File: config.mk
export PLATFORM = sky130hd
export DESIGN_NAME = capbuf_ctrl
export DESIGN_NICKNAME = d
export VERILOG_FILES = /design/src/rtl/capbuf_pkg.sv /design/src/rtl/capbuf_qual.sv /design/src/rtl/capbuf_pos.sv /design/src/rtl/capbuf_mem.sv /design/src/rtl/capbuf_ctrl.sv
export SDC_FILE = /design/constraint.sdc
export NUM_CORES = 1
export LEC_CHECK = 0
export ABC_CLOCK_PERIOD_IN_PS = 2300
export BUFFER_PORTS_ARGS = -buffer_cell sky130_fd_sc_hd__buf_4
export CORE_ASPECT_RATIO = 0.9
export CORE_MARGIN = 2
export CORE_UTILIZATION = 54
export CTS_CLUSTER_SIZE = 10
export DETAILED_ROUTE_END_ITERATION = 10
export GPL_TIMING_DRIVEN = 0
export PLACE_DENSITY = 0.75
export SLEW_MARGIN = 20
export SYNTH_ARGS = -nofsm -noshare
export SYNTH_HDL_FRONTEND = slang
export SYNTH_HIERARCHICAL = 1
export SYNTH_SLANG_ARGS = --single-unit
File: constraint.sdc
create_clock -name clk -period 2.3 [get_ports clk]
set_input_delay 0.46 -clock clk [delete_from_list [all_inputs] [get_ports clk]]
set_output_delay 0.46 -clock clk [all_outputs]
set_load 0.03 [all_outputs]
File: src/rtl/capbuf_pkg.sv
package capbuf_pkg;
   typedef enum logic [1:0] {
      PH_IDLE = 2'd0,
      PH_PRE  = 2'd1,
      PH_POST = 2'd2,
      PH_DONE = 2'd3
   } phase_t;

   typedef enum logic [1:0] {
      POS_START  = 2'd0,
      POS_CENTER = 2'd1,
      POS_END    = 2'd2,
      POS_USER   = 2'd3
   } pos_t;
endpackage

File: src/rtl/capbuf_qual.sv
module capbuf_qual (
   input  logic clk,
   input  logic rst_n,
   input  logic dflt_on,
   input  logic dflt_off,
   input  logic lvl_ovr_en,
   input  logic lvl_ovr_store,
   output logic store
);
   logic dflt_q;

   always_ff @(posedge clk) begin
      if (!rst_n)        dflt_q <= 1'b1;
      else if (dflt_on)  dflt_q <= 1'b1;
      else if (dflt_off) dflt_q <= 1'b0;
   end

   assign store = lvl_ovr_en ? lvl_ovr_store : dflt_q;
endmodule

File: src/rtl/capbuf_pos.sv
module capbuf_pos
   import capbuf_pkg::*;
#(
   parameter int DEPTH = 16,
   parameter int AW    = $clog2(DEPTH)
) (
   input  logic [1:0]    pos_sel,
   input  logic [AW-1:0] pos_user,
   output logic [AW-1:0] pre
);
   localparam logic [AW-1:0] MID  = AW'(DEPTH / 2);
   localparam logic [AW-1:0] LAST = AW'(DEPTH - 1);

   always_comb begin
      unique case (pos_t'(pos_sel))
         POS_START:  pre = '0;
         POS_CENTER: pre = MID;
         POS_END:    pre = LAST;
         default:    pre = pos_user;
      endcase
   end
endmodule

File: src/rtl/capbuf_mem.sv
module capbuf_mem #(
   parameter int DEPTH  = 16,
   parameter int DATA_W = 8,
   parameter int AW     = $clog2(DEPTH)
) (
   input  logic              clk,
   input  logic              rst_n,
   input  logic              wr_en,
   input  logic [AW-1:0]     wr_addr,
   input  logic [DATA_W-1:0] wr_data,
   input  logic              rd_en,
   input  logic [AW-1:0]     rd_addr,
   output logic [DATA_W-1:0] rd_data
);
   logic [DATA_W-1:0] store_q [DEPTH];

   always_ff @(posedge clk) begin
      if (wr_en) store_q[wr_addr] <= wr_data;
   end

   always_ff @(posedge clk) begin
      if (!rst_n)     rd_data <= '0;
      else if (rd_en) rd_data <= store_q[rd_addr];
   end
endmodule

File: src/rtl/capbuf_ctrl.sv
module capbuf_ctrl
   import capbuf_pkg::*;
#(
   parameter int DEPTH  = 16,
   parameter int DATA_W = 8,
   parameter int AW     = $clog2(DEPTH)
) (
   input  logic              clk,
   input  logic              rst_n,
   input  logic              arm,
   input  logic              trig,
   input  logic [DATA_W-1:0] smp_data,
   input  logic [1:0]        pos_sel,
   input  logic [AW-1:0]     pos_user,
   input  logic              dflt_on,
   input  logic              dflt_off,
   input  logic              lvl_ovr_en,
   input  logic              lvl_ovr_store,
   input  logic              rd_en,
   input  logic [AW-1:0]     rd_addr,
   output logic [DATA_W-1:0] rd_data,
   output logic              busy,
   output logic              done,
   output logic [AW-1:0]     trig_idx,
   output logic [AW-1:0]     oldest_idx,
   output logic [AW-1:0]     pre_cnt
);
   localparam logic [AW-1:0] LAST  = AW'(DEPTH - 1);
   localparam logic [AW:0]   FULL  = (AW+1)'(DEPTH);

   generate
      if (DEPTH < 4 || DEPTH != (1 << AW)) begin : g_bad_depth
         $error("capbuf_ctrl: DEPTH must be a power of two of at least 4");
      end
      if (DATA_W < 1) begin : g_bad_width
         $error("capbuf_ctrl: DATA_W must be positive");
      end
   endgenerate

   phase_t          ph_q;
   logic [AW-1:0]   wp_q;
   logic [AW:0]     fill_q;
   logic [AW-1:0]   rem_q;
   logic            store;
   logic [AW-1:0]   pre;
   logic [AW-1:0]   post_m1;
   logic            hist_ok;
   logic            take_trig;
   logic            wr_en;
   logic            rd_go;
   logic [AW-1:0]   rd_ptr;

   capbuf_qual u_qual (
      .clk           (clk),
      .rst_n         (rst_n),
      .dflt_on       (dflt_on),
      .dflt_off      (dflt_off),
      .lvl_ovr_en    (lvl_ovr_en),
      .lvl_ovr_store (lvl_ovr_store),
      .store         (store)
   );

   capbuf_pos #(.DEPTH(DEPTH), .AW(AW)) u_pos (
      .pos_sel  (pos_sel),
      .pos_user (pos_user),
      .pre      (pre)
   );

   assign post_m1   = LAST - pre;
   assign hist_ok   = fill_q >= {1'b0, pre};
   assign take_trig = !arm && (ph_q == PH_PRE) && trig;
   assign wr_en     = !arm && (((ph_q == PH_PRE) && (trig || store)) ||
                               ((ph_q == PH_POST) && store));

   always_ff @(posedge clk) begin
      if (!rst_n) begin
         ph_q       <= PH_IDLE;
         wp_q       <= '0;
         fill_q     <= '0;
         rem_q      <= '0;
         trig_idx   <= '0;
         oldest_idx <= '0;
         pre_cnt    <= '0;
      end else if (arm) begin
         ph_q   <= PH_PRE;
         wp_q   <= '0;
         fill_q <= '0;
      end else begin
         unique case (ph_q)
            PH_PRE: begin
               if (take_trig) begin
                  trig_idx   <= wp_q;
                  oldest_idx <= hist_ok ? (wp_q - pre) : '0;
                  pre_cnt    <= hist_ok ? pre : fill_q[AW-1:0];
                  wp_q       <= wp_q + 1'b1;
                  rem_q      <= post_m1;
                  ph_q       <= (post_m1 == '0) ? PH_DONE : PH_POST;
               end else if (store) begin
                  wp_q <= wp_q + 1'b1;
                  if (fill_q != FULL) fill_q <= fill_q + 1'b1;
               end
            end
            PH_POST: begin
               if (store) begin
                  wp_q  <= wp_q + 1'b1;
                  rem_q <= rem_q - 1'b1;
                  if (rem_q == AW'(1)) ph_q <= PH_DONE;
               end
            end
            default: ;
         endcase
      end
   end

   assign busy   = (ph_q == PH_PRE) || (ph_q == PH_POST);
   assign done   = (ph_q == PH_DONE);
   assign rd_go  = rd_en && done;
   assign rd_ptr = oldest_idx + rd_addr;

   capbuf_mem #(.DEPTH(DEPTH), .DATA_W(DATA_W), .AW(AW)) u_mem (
      .clk     (clk),
      .rst_n   (rst_n),
      .wr_en   (wr_en),
      .wr_addr (wp_q),
      .wr_data (smp_data),
      .rd_en   (rd_go),
      .rd_addr (rd_ptr),
      .rd_data (rd_data)
   );
endmodule

==> summary.txt <==
Global placer's final weighted congestion -> 0.8895
Clock root buffer -> clkbuf_16
Pwr dens -> 755.4 nW/µm²
Leak -> 3.263 nW
Mapped Nets -> 583
Clock latency at the later pin of the worst-skew pair -> 0.42 ns
Drt pass-1 iters -> 5
Final hold violation count -> 0
Port bufs -> 48
CTS Hold Bufs -> 0
Layout cell share with drive strength beyond 1 -> 0.2628
Mean post-synth cell area -> 13.44 µm²
Row count -> 39
Mapped Area -> 7176 µm²
CTS Sinks -> 164
Setup Viol. Count Final -> 0
Worst-Margin Slew -> 0.8001 ns
Post-detailed-route wirelength per cell -> 20.61 µm
Final Core Density -> 0.6846
Clock Pin Slew Worst Setup and Hold Paths -> 0.07 ns
Reg2Reg Depth -> 10
Ports -> 49
Largest net degree at the start of global routing -> 17
Post-DR vias/cell -> 5.898
Die area -> 14230 µm²
Worst hold path class -> input port to flip-flop
Initial DRC count -> 371
Worst EP arrival -> 2.62 ns
Largest family of logic cells by synthesized area -> multiplexers
Global-route wire length before repair -> 24.58 mm
Synth Flop Type -> edfxtp_1
Startpoint types -> flip-flop
RSZ-0062 raised after global routing -> yes
Synth Area in XOR/XNOR -> 0.01587
Sequential share of the synthesized area -> 0.6361
EDFF count, synth -> 128
Max rail drop VDD -> 0.6252 mV
Vias -> 4648
Clock Skew -> 0.009989 ns
R2R setup slack -> 0.04 ns
Synth top area share -> 0.5357
Crit path capture -> u_mem/rd_data[1]
Ant diodes -> 0
Total grt overflow -> 0
Reg2reg end -> u_mem/rd_data[1]
CP endpoint kind -> flip-flop
Fmax -> 442.9 MHz
Core ar. -> 12830 µm²
Die height -> 113.4 µm
Synth area leader -> edfxtp_1
Post-synthesis compound-gate area fraction -> 0.07097
Max clock buf depth -> 2
CP Class -> flip-flop to flip-flop
Crit path time final -> 2.258 ns
Ys async rst share -> 0
CTS tree -> done
Status -> complete, no violations
Final HPWL DP -> 10.79 mm
Commonest cells post-synth -> edfxtp_1, mux2i_1, nand2_1
Slew Limit Fails -> 0
Post-layout net count -> 660
Fin crit share -> 0.9816
Post-Synth Adder-Cell Area -> 0.04045
Headroom to the max-slew limit -> 0.4659
YS warnings -> 6
Multiplexer area fraction after synthesis -> 0.09974
FF+latch count, synth -> 164
Final worst slack -> 0.04222 ns
Area grow syn2layout -> 22.44%
Post-synthesis simple-gate area fraction -> 0.09939
Area contributors post-synth -> edfxtp_1, dfxtp_1, mux2i_1, ha_1, a22oi_1
Reg2reg start -> oldest_idx[1]
Inserted Clock Buffers -> 17
Cell variety after synth -> 50
Maxcap violations -> 0
Cells after synthesis -> 534
Vias in the first global route -> 4562
Die Width -> 125.5 µm
Initial antenna violation count -> 0
DR DRC count -> 0
Overall routed net length -> 16.24 mm
CP startpoint -> oldest_idx[1]
Required @ worst endpoint -> 2.66 ns
H-tree levels -> 4
Gr usage total -> 0.2334
Antenna viol nets, final -> 0
Top fanout value on the critical path -> 10
Count leader, synth -> edfxtp_1
Starting density of the core -> 0.5591
DP Worst Slack -> -0.5965 ns
sequential cells by signal, summed over array words and instances (netlist names):
register	flops
u_mem/rd_data	8
u_mem/store_q	128
fill_q	5
u_qual/dflt_q	1
ph_q	2
rem_q	4
wp_q	4
oldest_idx	4
pre_cnt	4
trig_idx	4
critical path: stages (launching register included):
cell     delay, ns
dfxtp_2       0.34
ha_1          0.29
a21o_1        0.20
a21oi_2       0.16
xnor2_2       0.14
and2_1        0.19
buf_4         0.17
buf_8         0.16
a22oi_2       0.30
nand3_2       0.13
nand3_1       0.11
stage by stage:
step	total power, mW	instance area, µm²	hold slack (ns)	TNS [ns]	std cells
5_1_grt	6.841	8786	0.2226	-0.9802	788
6_report	6.637	8786	0.2340	0	788
2_1_floorplan	3.652	7181	0.4477	0	534
3_3_place_gp	3.828	7746	0.4449	-42.40	746
3_5_place_dp	3.849	7756	0.4488	-44.78	746
4_1_cts	6.635	8617	0.2160	0	786
layout by cell type (no fill, tap or decap), drive strengths merged, types with 20 or more instances in the layout:
cell type / netlist / routed
edfxtp: 128 / 128
nand2: 40 / 40
mux2i: 70 / 70
buf: 21 / 79
dfxtp: 36 / 36
nand3: 28 / 28
nor2: 32 / 32
ha: 20 / 20
clkbuf: 2 / 24
inv: 21 / 25
a22oi: 25 / 25
final cells by class:
type,instances,area [µm²]
Buffer,23,220.2
Clock buffer,22,516.7
Multi-Input combinational cell,325,2623
Timing Repair Buffer,58,485.5
Tap cell,164,205.2
Clock inverter,10,83.83
Fill cell,860,4048
Sequential cell,164,4569
Inverter,22,82.58
how the worst min path moves through the flow:
stage / start / endpoint / slack (ns) / cells after the start
detailed placement: u_mem/rd_data[5] / u_mem/rd_data[5] / 0.45 / 2
global route: dflt_on / u_qual/dflt_q / 0.22 / 2
CTS: dflt_on / u_qual/dflt_q / 0.22 / 2
global placement: u_mem/rd_data[1] / u_mem/rd_data[1] / 0.44 / 2
floorplan: u_qual/dflt_q / u_qual/dflt_q / 0.45 / 2
finish: dflt_on / u_qual/dflt_q / 0.23 / 2
per-layer routing:
layer,vias up,routed length [µm],GRT usage
met4,0,267,0.08000
met1,2342,7071,0.3166
met3,20,880,0.05579
met5,-,0,0
met2,138,8019,0.3737
li1,2148,-,-
cell families (layout without fill, tap and decap cells):
kind of cell             count (synthesis)  in the layout
flip-flops                             164            164
AND/OR/NAND/NOR                        144            144
AO/OA/AOI/OAI                           75             75
multiplexers                            71             71
buffers and inverters                   45            135
adder cells (fa/ha/maj)                 22             22
XOR/XNOR                                13             13
timing repair:
action | in CTS | in global routing
hold endpoints to repair | 0 | 0
endpoints found under the setup margin | 143 | 103
setup buffers | 8 | 2
pin swaps | 5 | 5
resized for setup | 42 | 34
power breakdown:
group	internal [mW]	leakage [nW]	switching (mW)
combinational	0.262	1.52	0.358
clock	1.62	0.298	1.15
sequential	3.22	1.45	0.0254
Power figures use the tool's default switching activity.
